$ cat src/rtl/fpwb_pkg.sv
// Package: shared unit-class encoding for the FP completion controller.
// Assumes exactly two FP units, indexed by the class value.
package fpwb_pkg;
    typedef enum logic {
        FU_ADD = 1'b0,
        FU_MUL = 1'b1
    } fu_cls_e;

    localparam int NUM_FU = 2;
endpackage

$ cat src/rtl/fpwb_unit_timer.sv
// Occupancy timer for one non-pipelined FP unit.
// On start it loads LAT. It is busy while the count is non-zero and flags
// done in the last busy cycle. Assumes LAT >= 2 and that start is only
// asserted while the unit is not busy.
module fpwb_unit_timer #(
    parameter int LAT = 4
) (
    input  logic clk,
    input  logic rst_n,
    input  logic start,
    output logic busy,
    output logic done
);
    localparam int CW = $clog2(LAT + 1);
    localparam logic [CW-1:0] LAT_V = CW'(LAT);

    logic [CW-1:0] cnt;

    // Load on start, otherwise count down to zero.
    always_ff @(posedge clk) begin
        if (!rst_n)
            cnt <= '0;
        else if (start)
            cnt <= LAT_V;
        else if (cnt != '0)
            cnt <= cnt - 1'b1;
    end

    // Busy and done decode from the count.
    always_comb begin
        busy = (cnt != '0);
        done = (cnt == CW'(1));
    end
endmodule

$ cat src/rtl/fpwb_order_queue.sv
// Circular FIFO that holds issued FP operations in issue order.
// Assumes the user never pushes when full or pops when empty.
// DEPTH need not be a power of two.
module fpwb_order_queue #(
    parameter int DEPTH = 4,
    parameter int W     = 8
) (
    input  logic         clk,
    input  logic         rst_n,
    input  logic         push,
    input  logic [W-1:0] push_data,
    input  logic         pop,
    output logic [W-1:0] head_data,
    output logic         full,
    output logic         empty
);
    localparam int PW = (DEPTH > 1) ? $clog2(DEPTH) : 1;
    localparam int CW = $clog2(DEPTH + 1);
    localparam logic [PW-1:0] LAST = PW'(DEPTH - 1);

    logic [W-1:0]  mem [DEPTH];
    logic [PW-1:0] wr_ptr, rd_ptr;
    logic [CW-1:0] count;

    // Store the pushed entry at the write pointer.
    always_ff @(posedge clk) begin
        if (push)
            mem[wr_ptr] <= push_data;
    end

    // Advance the pointers with wrap and track the occupancy.
    always_ff @(posedge clk) begin
        if (!rst_n) begin
            wr_ptr <= '0;
            rd_ptr <= '0;
            count  <= '0;
        end else begin
            if (push)
                wr_ptr <= (wr_ptr == LAST) ? '0 : wr_ptr + 1'b1;
            if (pop)
                rd_ptr <= (rd_ptr == LAST) ? '0 : rd_ptr + 1'b1;
            count <= count + CW'(push) - CW'(pop);
        end
    end

    // Head view and occupancy flags.
    always_comb begin
        head_data = mem[rd_ptr];
        full      = (count == CW'(DEPTH));
        empty     = (count == '0);
    end
endmodule

$ cat src/rtl/fp_inorder_wb_ctrl.sv
// In-order FP completion controller.
// Accepts decoded FP operations for two non-pipelined units and stalls
// decode on unit occupancy or a full completion queue. Finished results
// are counted per unit and written back only when their entry is at the
// queue head. The integer write-back path is independent.
// Assumes results of one unit finish in that unit's issue order, which
// holds because each unit runs one operation at a time.
module fp_inorder_wb_ctrl
    import fpwb_pkg::*;
#(
    parameter int ADD_LAT = 4,
    parameter int MUL_LAT = 7,
    parameter int Q_DEPTH = 4,
    parameter int DST_W   = 5,
    parameter int TAG_W   = 4
) (
    input  logic             clk,
    input  logic             rst_n,
    input  logic             dec_valid,
    input  logic             dec_cls,
    input  logic [DST_W-1:0] dec_dst,
    input  logic [TAG_W-1:0] dec_tag,
    input  logic             int_wb_req,
    output logic             dec_stall,
    output logic [1:0]       unit_start,
    output logic [1:0]       unit_done,
    output logic             fp_wb_en,
    output logic [DST_W-1:0] fp_wb_dst,
    output logic [TAG_W-1:0] fp_wb_tag,
    output logic             int_wb_en
);
    localparam int ENT_W = 1 + DST_W + TAG_W;
    localparam int RC_W  = $clog2(Q_DEPTH + 1);

    logic [NUM_FU-1:0] unit_busy;
    logic [ENT_W-1:0]  head_ent;
    logic              q_full, q_empty;
    logic              issue, pop;
    fu_cls_e           req_cls, head_cls;
    logic [RC_W-1:0]   rdy_cnt [NUM_FU];

    // Decode-side acceptance and per-unit start pulses.
    always_comb begin
        req_cls   = fu_cls_e'(dec_cls);
        dec_stall = dec_valid && (unit_busy[req_cls] || q_full);
        issue     = dec_valid && !dec_stall;
        unit_start[FU_ADD] = issue && (req_cls == FU_ADD);
        unit_start[FU_MUL] = issue && (req_cls == FU_MUL);
    end

    // One timer and one finished-result counter per unit.
    for (genvar u = 0; u < NUM_FU; u++) begin : g_unit
        localparam int LAT_U = (u == 0) ? ADD_LAT : MUL_LAT;
        logic pop_u;

        fpwb_unit_timer #(.LAT(LAT_U)) u_timer (
            .clk   (clk),
            .rst_n (rst_n),
            .start (unit_start[u]),
            .busy  (unit_busy[u]),
            .done  (unit_done[u])
        );

        assign pop_u = pop && (head_cls == fu_cls_e'(u));

        // Count results that finished but are not yet written back.
        always_ff @(posedge clk) begin
            if (!rst_n)
                rdy_cnt[u] <= '0;
            else
                rdy_cnt[u] <= rdy_cnt[u] + RC_W'(unit_done[u]) - RC_W'(pop_u);
        end
    end

    fpwb_order_queue #(.DEPTH(Q_DEPTH), .W(ENT_W)) u_queue (
        .clk       (clk),
        .rst_n     (rst_n),
        .push      (issue),
        .push_data ({dec_cls, dec_dst, dec_tag}),
        .pop       (pop),
        .head_data (head_ent),
        .full      (q_full),
        .empty     (q_empty)
    );

    // Retire the head entry once its unit has a finished result waiting.
    always_comb begin
        head_cls  = fu_cls_e'(head_ent[ENT_W-1]);
        pop       = !q_empty && (rdy_cnt[head_cls] != '0);
        fp_wb_en  = pop;
        fp_wb_dst = pop ? head_ent[TAG_W +: DST_W] : '0;
        fp_wb_tag = pop ? head_ent[TAG_W-1:0] : '0;
    end

    // Integer write-back runs beside the FP path.
    assign int_wb_en = int_wb_req;
endmodule

$ cat config.mk
export PLATFORM = sky130hd
export DESIGN_NAME = fp_inorder_wb_ctrl
export DESIGN_NICKNAME = d
export VERILOG_FILES = /design/src/rtl/fpwb_pkg.sv /design/src/rtl/fpwb_unit_timer.sv /design/src/rtl/fpwb_order_queue.sv /design/src/rtl/fp_inorder_wb_ctrl.sv
export SDC_FILE = /design/constraint.sdc
export NUM_CORES = 1
export LEC_CHECK = 0
export BUFFER_PORTS_ARGS = -buffer_cell sky130_fd_sc_hd__buf_2
export CAP_MARGIN = 5
export CORE_MARGIN = 1
export CORE_UTILIZATION = 50
export CTS_BUF_LIST = sky130_fd_sc_hd__clkbuf_2 sky130_fd_sc_hd__clkbuf_4 sky130_fd_sc_hd__clkbuf_8
export DETAILED_ROUTE_END_ITERATION = 8
export PLACE_DENSITY = 0.69
export SYNTH_ARGS = -nofsm -noshare
export SYNTH_HDL_FRONTEND = slang
export SYNTH_SLANG_ARGS = --single-unit
$ cat constraint.sdc
create_clock -name clk -period 8 [get_ports clk]
set_input_delay 1.6 -clock clk [delete_from_list [all_inputs] [get_ports clk]]
set_output_delay 1.6 -clock clk [all_outputs]
set_load 0.005 [all_outputs]
==> results.md, run 1 <==
* Fmax at 237.5 MHz
* Crit path launch: dec_cls
* H-tree Lvls at 3
* Cell Int Power at 0.7278 mW
* Setup TNS at 0 ps
* I/O pin cnt at 30
* Die area at just over 6000 µm²
* Hold_sp: g_unit[1].u_timer.cnt[1]$_SDFFE_PN0P_
* Post-Synthesis Cells at 211
* Row count at 27
* Critical path launch point type: input pin
* Sw Pwr at 0.3635 mW
* Final Hold Fails at 0
* Fin area at 3253 µm²
* Clock Power Share at 24.6%
* CTS tree: done
* Slowest-stage cell, CP: o211a_1
* Clk buf depth at 2
* Post-CTS Hold Buffers at 0
* Hold_ws at 518.5 ps
* Worst setup margin at 3790 ps
* DRC errors left at 0
* RSZ-0062 raised after global routing: no
* Area Growth Syn to Fin at 12.41%
* Crit Path Max Fanout at 10
* N_diodes at 0
* Min-delay worst type: reg2reg
* Total CTS buffers at 9
* Comb power frac at 35.1%
* Setup Viol. Count Final at 0
* First-pass DRT Iterations at 4
* CTS root buf: clkbuf_8
* Die W at between 70 and 80 µm
* Sequential Power Share at approximately 40%
* Largest area contributor in the netlist: edfxtp_1
* Synth warnings at 0
* Ratio of final minimum period to clock period at a little over half
* CTS Sinks at 61
* Post-DP Area at roughly 3100 µm²
* Final Net Count at 273
* #FFs+latches synth at 61
* Global-route wire length before repair at around 7500 µm
* Via count at 1598
* Worst path cell trace: buf_2 > nor3b_1 > o211a_1 > nor2b_1 > buf_2
* Pre-CTS WS at 3792 ps
* CP endpoint kind: primary output
* Initial antenna violation count at 0
* Fillers at between 400 and 500
* Commonest cells after routing, fill and taps aside: edfxtp_1, buf_2, dfxtp_1
* CP required at 6400 ps
* Arrival time of the worst setup path at 2610 ps
* Antenna viol nets, final at 0
* Yosys cell types at 43
* Die Span Y at between 70 and 80 µm
* Worst-Skew Late Latency at 340 ps
* Reg clk slew, reported paths at about 70 ps
* Synthesized area at 2894 µm²
* # resized after CTS at 0
* CP max stage delay at 330 ps
* Pin count of the biggest net entering global routing at 25
* Commonest non-fill, non-tap cell in the layout: edfxtp_1
* Syn avg cell area at 13.72 µm²
* Slew Limit Fails at 0
* Setup Skew at 11.39 ps
* Power Dens Cells at between 300 and 400 nW/µm²
* Register area share after synthesis at 56.03%
* Status: finished clean
* Syn_nets at between 200 and 250
* Slew margin rel. at 46.11%
* Total wire length at 4617 µm
* Core area at 5540 µm²
* Post-CTS Setup Bufs at 0
* Post-synth top flop: edfxtp_1
* VDD IR max at 0.0001552 V
* 1st-iter DRT viols at 66
* Via/cell ratio at 5.057
* Power, Total at roughly 1.1 mW
* Share of cells above drive strength 1 at about 24%
* Max Cap Viol at 0
* Routed wire per std cell at 14.61 µm
* Gpl congestion at 0.8120
* Leading post-synthesis cells by cell area: edfxtp_1, dfxtp_1, mux4_1, ha_1, and2_1
* Area share of the largest cell type after synthesis at between 40% and 50%
* Worst Max-Slew Pin Slew at 802.2 ps
* Leakage power at 1.297 nW
* Final Critical Period at between 4000 and 5000 ps
* Ys async rst share at 0%
* Switching share of power at about 33%
* Cell mode on critical path: buf_2
* Initial core utilization at 52.24%
* Post-synth EDFFs at 40
* Total gr overflow at 0
* Setup CP Type: in2out
* Vias in the first global route at about 1500
* Port bufs at 27
* Tot GR Track Use at 16.91%
* HPWL after DPL at about 3100 µm
routing by layer:
| layer | track usage (%) | up-vias | share of wire, % |
|---|---|---|---|
| li1 | - | 809 | - |
| met1 | 21.29 | 759 | 45 |
| met2 | 27.02 | 21 | 50 |
| met3 | 3.488 | 9 | 2.3 |
| met4 | 10.00 | 0 | 2.0 |
| met5 | 0 | - | 0 |
worst max-delay path, delay by kind of cell:
family | cells | cell delay [ps]
AND/OR/NAND/NOR | 2 | 410
AO/OA/AOI/OAI | 1 | 330
buffers and inverters | 2 | 260
registers in the layout (all words and copies together), names as in the netlist, named ones only:
register	cells
u_queue.count	3
rdy_cnt	6
u_queue.rd_ptr	2
u_queue.mem	40
u_queue.wr_ptr	2
g_unit.u_timer.cnt	6
path summary, 6_finish.rpt:
check | end | slack, ps | cells past startpoint
setup / recovery | unit_start[0] | 3790 | 5
hold / removal | g_unit[1].u_timer.cnt[1]$_SDFFE_PN0P_ | 520 | 1
setup reg to reg | u_queue.count[2]$_SDFF_PN0_ | 4640 | 10
hold reg to reg | g_unit[1].u_timer.cnt[1]$_SDFFE_PN0P_ | 520 | 1
power by group through the flow:
stage / Clock (mW) / Combinational (mW) / Sequential (mW)
after floorplan: 0 / 0.321 / 0.428
after global placement: 0 / 0.376 / 0.446
after detailed placement: 0 / 0.388 / 0.448
after CTS: 0.275 / 0.391 / 0.441
after global routing: 0.290 / 0.443 / 0.448
final: 0.268 / 0.383 / 0.440
Yosys cell counts (all sizes together), types with 2 or more instances:
cell / n
nor3: 5
mux2i: 3
inv: 19
nand4: 5
clkbuf: 4
nand2: 8
a31oi: 2
fa: 3
nor2b: 17
o21ai: 2
dfxtp: 21
edfxtp: 40
mux4: 10
and2: 14
xnor2: 5
a21oi: 3
ha: 17
buf: 6
nor2: 8
and3: 3
nand2b: 2
area by class of cell:
cell class,instances,area (µm²),share of cell area (%)
Inverter,20,80.08,2.462
Tap cell,72,90.09,2.769
Clock buffer,9,123.9,3.808
Timing Repair Buffer,27,135.1,4.154
Sequential cell,61,1622,49.85
Multi-Input combinational cell,120,1127,34.65
Clock inverter,7,75.07,2.308
logic make-up (layout without fill, tap and decap cells):
kind of cell,after synthesis,count (layout),share of synthesized area [%]
AO/OA/AOI/OAI,12,12,2.810
buffers and inverters,30,63,5.015
AND/OR/NAND/NOR,69,69,14.48
multiplexers,13,13,10.42
flip-flops,61,61,56.03
adder cells (fa/ha/maj),20,20,9.425
XOR/XNOR,6,6,1.816
stage by stage:
| step | utilization (%) | std cells |
|---|---|---|
| after detailed placement | 55.13 | 300 |
| after global placement | 55.13 | 300 |
| after global routing | 58.72 | 316 |
| final | 58.72 | 316 |
| after CTS | 58.72 | 316 |
| after floorplan | - | 211 |
(Power assumes the default switching activity.)
==> inputs of run 2 (changes only) <==
- ABC_AREA: unset -> 1
- clock period: 8 -> 4.4 ns (I/O delays scaled with it)
==> results.md, run 2 <==
* Multi-input logic area at 1037 µm² (was 1127 µm²)
* Post-synth EDFFs at 40 (unchanged)
* Port bufs at 27 (unchanged)
* R2r endpoint: u_queue.count[2]$_SDFF_PN0_ (unchanged)
* Arrival time of the worst setup path at 2160 ps (was 2610 ps)
* Core area at 5574 µm² (was 5540 µm²)
* Fillers at 468 (was 464)
* Final Net Count at 340 (was 273)
* Setup Viol. Count Final at 0 (unchanged)
* Syn_nets at 313 (was 245)
* Setup TNS at 0 ps (unchanged)
* CTS tree: done (unchanged)
* N_diodes at 0 (unchanged)
* Hold_sp: g_unit[0].u_timer.cnt[1]$_SDFFE_PP0P_ (was g_unit[1].u_timer.cnt[1]$_SDFFE_PN0P_)
* VDD IR max at 0.0003434 V (was 0.0001552 V)
* Commonest cells after routing, fill and taps aside: nor2_1, edfxtp_1, inv_1 (was edfxtp_1, buf_2, dfxtp_1)
* #FFs+latches synth at 61 (unchanged)
* Biggest registers after layout: u_queue.mem (40), g_unit.u_timer.cnt (6), rdy_cnt (6) (unchanged)
* Commonest non-fill, non-tap cell in the layout: nor2_1 (was edfxtp_1)
* Setup Skew at 6.910 ps (was 11.39 ps)
* CTS Sinks at 61 (unchanged)
* CP endpoint kind: primary output (unchanged)
* Fmax at 329.3 MHz
* DRC errors left at 0 (unchanged)
* Slowest-stage cell, CP: dfxtp_1 (was o211a_1)
* Initial antenna violation count at 0 (unchanged)
* Area Growth Syn to Fin at 11.42% (was 12.41%)
* Min-delay worst type: reg2reg (unchanged)
* Total gr overflow at 0 (unchanged)
* WP depth at 7 (was 5)
* HPWL after DPL at 3283 µm (was 3147 µm)
* Post-CTS Setup Bufs at 0 (unchanged)
* Synthesized area at 2915 µm² (was 2894 µm²)
* Row count at 27 (unchanged)
* Cell with the most instances after synthesis: nor2_1 (was edfxtp_1)
* Slew Limit Fails at 0 (unchanged)
* Die area at 6140 µm² (was 6096 µm²)
* Leakage power at 1.410 nW (was 1.297 nW)
* Post-Synthesis Cells at 279 (was 211)
* Worst Hold Depth at 2 (was 1)
* First-pass DRT Iterations at 4 (unchanged)
* CP delay by family, top: flip-flops (was simple AND/OR/NAND/NOR gates)
* Initial core utilization at 52.30% (was 52.24%)
* CP required at 3520 ps (was 6400 ps)
* Synth warnings at 0 (unchanged)
* Ratio of final minimum period to clock period at 69.02%
* Clk buf depth at 2 (unchanged)
* Final core utilization at 58.27% (was 58.72%)
* Gpl congestion at 0.7429 (was 0.8120)
* CTS root buf: clkbuf_8 (unchanged)
* Via/cell ratio at 4.794 (was 5.057)
* Vias in the first global route at 1774 (was 1530)
* H-tree Lvls at 3 (unchanged)
* Pin count of the biggest net entering global routing at 21 (was 25)
* CP max stage delay at 640 ps (was 330 ps)
* Min-Delay Endpoint: g_unit[0].u_timer.cnt[1]$_SDFFE_PP0P_ (was g_unit[1].u_timer.cnt[1]$_SDFFE_PN0P_)
* Final Critical Period at 3037 ps
* Routed wire per std cell at 12.40 µm (was 14.61 µm)
* Post-CTS Hold Buffers at 0 (unchanged)
* Worst-Skew Late Latency at 340 ps (about the same)
* Post-synth top flop: edfxtp_1 (unchanged)
* 1st-iter DRT viols at 63 (was 66)
* Power, Total at 2.125 mW (was 1.091 mW)
* CP bufs+invs at 2 (unchanged)
* Worst path cell trace: clkinv_2 > nand3_4 > nand2_2 > nand2_2 > nand3_4 > a21oi_2 > buf_2 (was buf_2 > nor3b_1 > o211a_1 > nor2b_1 > buf_2)
* # resized after CTS at 0 (unchanged)
* Yosys cell types at 30 (was 43)
* Worst Reg-to-Reg Cells at 11 (was 10)
* Largest area contributor in the netlist: edfxtp_1 (unchanged)
* Commonest cells post-synth: nor2_1, edfxtp_1, inv_1 (was edfxtp_1, dfxtp_1, inv_1)
* Register area at 1622 µm² (unchanged)
* Status: finished clean (unchanged)
* Leading post-synthesis cells by cell area: edfxtp_1, dfxtp_1, ha_1, nor2_1, inv_1 (was edfxtp_1, dfxtp_1, mux4_1, ha_1, and2_1)
* Setup CP Type: reg2out (was in2out)
* Total CTS buffers at 9 (unchanged)
* Reg clk slew, reported paths at 70 ps (about the same)
* Die W at 78.36 µm (was 78.08 µm)
* Total wire length at 4750 µm (was 4617 µm)
* Crit Path Max Fanout at 14 (was 10)
* Worst Max-Slew Pin Slew at 971.6 ps (was 802.2 ps)
* Global-route wire length before repair at 7969 µm (was 7465 µm)
* Tot GR Track Use at 17.66% (was 16.91%)
* Die Span Y at 78.36 µm (was 78.08 µm)
* Share of cells above drive strength 1 at 23.47% (was 24.18%)
* Largest Register: u_queue.mem (unchanged)
* Slew margin rel. at 34.99% (was 46.11%)
* Final Hold Fails at 0 (unchanged)
* Antenna viol nets, final at 0 (unchanged)
* Critical path launch point type: register (was input pin)
* Via count at 1836 (was 1598)
* Max reg flops at 40 (unchanged)
* Power Dens Cells at 654.3 nW/µm² (was 335.5 nW/µm²)
* Worst reg-to-reg setup slack at 1480 ps (was 4640 ps)
* Register area share after synthesis at 55.62% (was 56.03%)
* RSZ-0062 raised after global routing: no (unchanged)
* Ys async rst share at 0% (unchanged)
* Area share of the largest cell type after synthesis at 41.20% (was 41.50%)
* Max Cap Viol at 0 (unchanged)
* I/O pin cnt at 30 (unchanged)
* Syn avg cell area at 10.45 µm² (was 13.72 µm²)
run 2: cell type report:
class | instances | area share, %
repair buffers | 28 | 4.391
clock buffers | 10 | 4.045
clock inverters | 6 | 1.926
well taps | 72 | 2.773
multi-input cells | 163 | 31.93
flip-flops and latches | 61 | 49.92
inverters | 43 | 5.008
run 2: where the power goes:
group          total [mW]  switching [mW]  internal (mW)
Combinational       0.837           0.516          0.321
Clock               0.488           0.221          0.267
Sequential          0.801          0.0725          0.728
run 2: per-layer routing:
layer	track usage (%)	wire (µm)	vias up
li1	-	-	952
met1	22.78	2280	853
met2	26.67	2245	26
met3	4.419	179	5
met4	10.93	44	0
met5	0	0	-
run 2: logic make-up (layout without fill, tap and decap cells):
| kind of cell | count (synthesis) | count (layout) | synth area share, % |
|---|---|---|---|
| simple gates | 95 | 95 | 16.05 |
| fa+ha+maj | 20 | 20 | 9.356 |
| xor+xnor | 6 | 6 | 1.803 |
| compound gates | 42 | 42 | 8.369 |
| flops | 61 | 61 | 55.62 |
| buf+inv | 55 | 87 | 8.798 |
run 2: metrics by stage:
| stage | std cells | area (µm²) | hold WS, ps | worst slack [ps] |
|---|---|---|---|---|
| floorplan | 279 | 2915 | 453.7 | 2014 |
| global placement | 367 | 3054 | 472.0 | 1548 |
| detailed placement | 367 | 3054 | 487.6 | 1453 |
| CTS | 383 | 3248 | 498.5 | 1284 |
| global route | 383 | 3248 | 516.6 | 1213 |
| finish | 383 | 3248 | 492.7 | 1363 |
run 2: how the worst max path moves through the flow:
stage          startpoint                           to  slack [ps]
6_report         register                 fp_wb_tag[3]        1360
5_1_grt          register                 fp_wb_tag[3]        1210
4_1_cts          register                 fp_wb_tag[3]        1280
3_5_place_dp     register  u_queue.count[2]$_SDFF_PN0_        1450
3_3_place_gp     register  u_queue.count[2]$_SDFF_PN0_        1550
2_1_floorplan     dec_cls                unit_start[1]        2010
run 2: worst min-delay path: cells and delay by family, from the launching register on:
family | cells | cell delay (ps)
flip-flops | 1 | 310
AO/OA/AOI/OAI | 1 | 60
AND/OR/NAND/NOR | 1 | 80
==> inputs of run 3 (changes only) <==
- ABC_AREA: 1 -> 0
- PLACE_DENSITY: 0.69 -> 0.72
- clock period: 4.4 -> 2.55 ns (I/O delays scaled with it)
==> results.md, run 3 (same netlist as run 1, synthesis figures left out) <==
* Comb power frac at 37.2% (was 39.4%)
* Initial antenna violation count at 0 (unchanged)
* Slowest-stage cell, CP: mux4_2 (was dfxtp_1)
* Crit Path Max Fanout at 5 (was 14)
* Fmax at 407.3 MHz
* Power, Total at 3.735 mW (was 2.125 mW)
* Slew Limit Fails at 0 (unchanged)
* Worst reg-to-reg setup slack at 90 ps (was 1480 ps)
* First-pass DRT Iterations at 4 (unchanged)
* Total gr overflow at 0 (unchanged)
* Worst path cell trace: mux4_2 > clkinv_4 > mux2i_4 > inv_2 > ha_4 > inv_2 > ha_4 > fa_2 > xnor2_1 > and2_1 (was clkinv_2 > nand3_4 > nand2_2 > nand2_2 > nand3_4 > a21oi_2 > buf_2)
* Worst setup margin at 94.62 ps (was 1363 ps)
* Worst Reg-to-Reg Cells at 10 (was 11)
* CP required at 2770 ps (was 3520 ps)
* Initial core utilization at 52.24% (was 52.30%)
* Core area at 5540 µm² (was 5574 µm²)
* Share of cells above drive strength 1 at 28.74% (was 23.47%)
* 1st-iter DRT viols at 105 (was 63)
* Min-delay worst type: in2reg (was reg2reg)
* Fin area at 3398 µm² (was 3248 µm²)
* CP endpoint kind: register (was primary output)
* Antenna viol nets, final at 0 (unchanged)
* Arrival time of the worst setup path at 2680 ps (was 2160 ps)
* Biggest registers after layout: u_queue.mem (40), g_unit.u_timer.cnt (6), rdy_cnt (6) (unchanged)
* Status: finished clean (unchanged)
* Row count at 27 (unchanged)
* Worst-Skew Late Latency at 330 ps (was 340 ps)
* Via count at 1673 (was 1836)
* Sequential Power Share at 36.4% (was 37.7%)
* Largest Register: u_queue.mem (unchanged)
* # resized after CTS at 0 (unchanged)
* DRC errors left at 0 (unchanged)
* Ratio of final minimum period to clock period at 96.29%
* Setup CP Type: reg2reg (was reg2out)
* VDD IR max at 0.0005994 V (was 0.0003434 V)
* R2r endpoint: u_queue.count[2]$_SDFF_PN0_ (unchanged)
* Commonest cells after routing, fill and taps aside: edfxtp_1, buf_2, dfxtp_1 (was nor2_1, edfxtp_1, inv_1)
* Setup Viol. Count Final at 0 (unchanged)
* Post-Layout Cell Count at 326 (was 383)
* Critical path launch point type: register (unchanged)
* Worst Hold Depth at 1 (was 2)
* Hold_ws at 393.7 ps (was 492.7 ps)
* Hold_sp: dec_tag[0] (was g_unit[0].u_timer.cnt[1]$_SDFFE_PP0P_)
* Total CTS buffers at 9 (unchanged)
* Area Growth Syn to Fin at 17.42% (was 11.42%)
* Commonest non-fill, non-tap cell in the layout: edfxtp_1 (was nor2_1)
* Pre-CTS WS at 111.4 ps (was 1453 ps)
* Post-DP Area at 3168 µm² (was 3054 µm²)
* Gpl congestion at 0.7876 (was 0.7429)
* I/O pin cnt at 30 (unchanged)
* Reg clk slew, reported paths at 60 ps (was 70 ps)
* Global-route wire length before repair at 7714 µm (was 7969 µm)
* CTS tree: done (unchanged)
* Power Dens Cells at 1099 nW/µm² (was 654.3 nW/µm²)
* Switching share of power at 30.91% (was 38.11%)
* CTS Sinks at 61 (unchanged)
* H-tree Lvls at 3 (unchanged)
* Die Span Y at 78.08 µm (was 78.36 µm)
* CP max stage delay at 560 ps (was 640 ps)
* Sw Pwr at 1.154 mW (was 0.8099 mW)
* Final Critical Period at 2455 ps
* Setup Skew at 6.475 ps (was 6.910 ps)
* Dpl cells at 311 (was 367)
* CTS root buf: clkbuf_8 (unchanged)
* Via/cell ratio at 5.132 (was 4.794)
* Tot GR Track Use at 17.30% (was 17.66%)
* Total wire length at 4774 µm (was 4750 µm)
* Die W at 78.08 µm (was 78.36 µm)
* Min-Delay Endpoint: u_queue.mem[3][0]$_DFFE_PP_ (was g_unit[0].u_timer.cnt[1]$_SDFFE_PP0P_)
* N_diodes at 0 (unchanged)
* Final Hold Fails at 0 (unchanged)
* Worst Max-Slew Pin Slew at 381.8 ps (was 971.6 ps)
* HPWL after DPL at 3213 µm (was 3283 µm)
* Die area at 6096 µm² (was 6140 µm²)
* Vias in the first global route at 1601 (was 1774)
* Routed wire per std cell at 14.64 µm (was 12.40 µm)
* Max Cap Viol at 0 (unchanged)
* Clock Power Share at 26.5% (was 23.0%)
* Pin count of the biggest net entering global routing at 25 (was 21)
* Leakage power at 1.360 nW (was 1.410 nW)
* Clk buf depth at 2 (unchanged)
* Max reg flops at 40 (unchanged)
* Cell Int Power at 2.580 mW (was 1.315 mW)
* Port bufs at 27 (unchanged)
* RSZ-0062 raised after global routing: no (unchanged)
* Post-CTS Setup Bufs at 0 (unchanged)
* Slew margin rel. at 74.55% (was 34.99%)
* Final Net Count at 284 (was 340)
* Post-CTS Hold Buffers at 0 (unchanged)
-- run 3: changes by cell type in the layout (fill, tap and decap cells not counted), sizes merged, moves of 14 or more --
cell and change:
inv -24, nor2 -43, nor2b +17, nand2 -23, o21ai -21, a21oi -16
and2 +14
-- run 3: critical path: cells and delay by family, from the launching register on --
kind	cells	cell delay, ps
adders and majority gates	3	720
DFF	1	330
xor gates and xnor gates	1	120
and+or+nand+nor	1	150
muxes	2	800
buffers and inverters	3	210
-- run 3: stage by stage --
step                TNS, ps  utilization, %
floorplan            -449.9               -
global placement          0           57.18
detailed placement        0           57.18
CTS                       0           61.27
global route              0           61.34
finish                    0           61.34
-- run 3: worst max-delay path by stage --
stage / depth (start not counted) / to / from
global placement: 10 / u_queue.count[2]$_SDFF_PN0_ / register
finish: 10 / u_queue.count[2]$_SDFF_PN0_ / register
CTS: 6 / fp_wb_tag[3] / register
detailed placement: 10 / u_queue.count[2]$_SDFF_PN0_ / register
floorplan: 11 / u_queue.count[2]$_SDFF_PN0_ / register
global route: 10 / rdy_cnt[0][2]$_SDFF_PN0_ / u_queue.mem[0][9]$_DFFE_PP_
-- run 3: routing by layer --
metal  vias up  global-route usage [%]  routed length (µm)
met1       793                   22.63                2152
li1        829                       -                   -
met3         9                   3.953                 237
met5         -                       0                   0
met2        42                   26.93                2282
met4         0                   9.074                 102
-- run 3: power by group through the flow --
stage	Combinational [mW]	Clock (mW)	Sequential [mW]
after floorplan	1.04	0	1.34
after global placement	1.35	0	1.37
after detailed placement	1.39	0	1.38
after CTS	1.40	1.01	1.36
after global routing	1.57	1.05	1.38
final	1.39	0.988	1.36
-- run 3: cell type report --
cell class / instances / area [µm²]
Tap cell: 72 / 90.09
Sequential cell: 61 / 1623
Inverter: 20 / 80.08
Fill cell: 434 / 2142
Timing Repair Buffer: 38 / 221.5
Clock inverter: 6 / 102.6
Clock buffer: 9 / 123.9
Multi-Input combinational cell: 120 / 1157
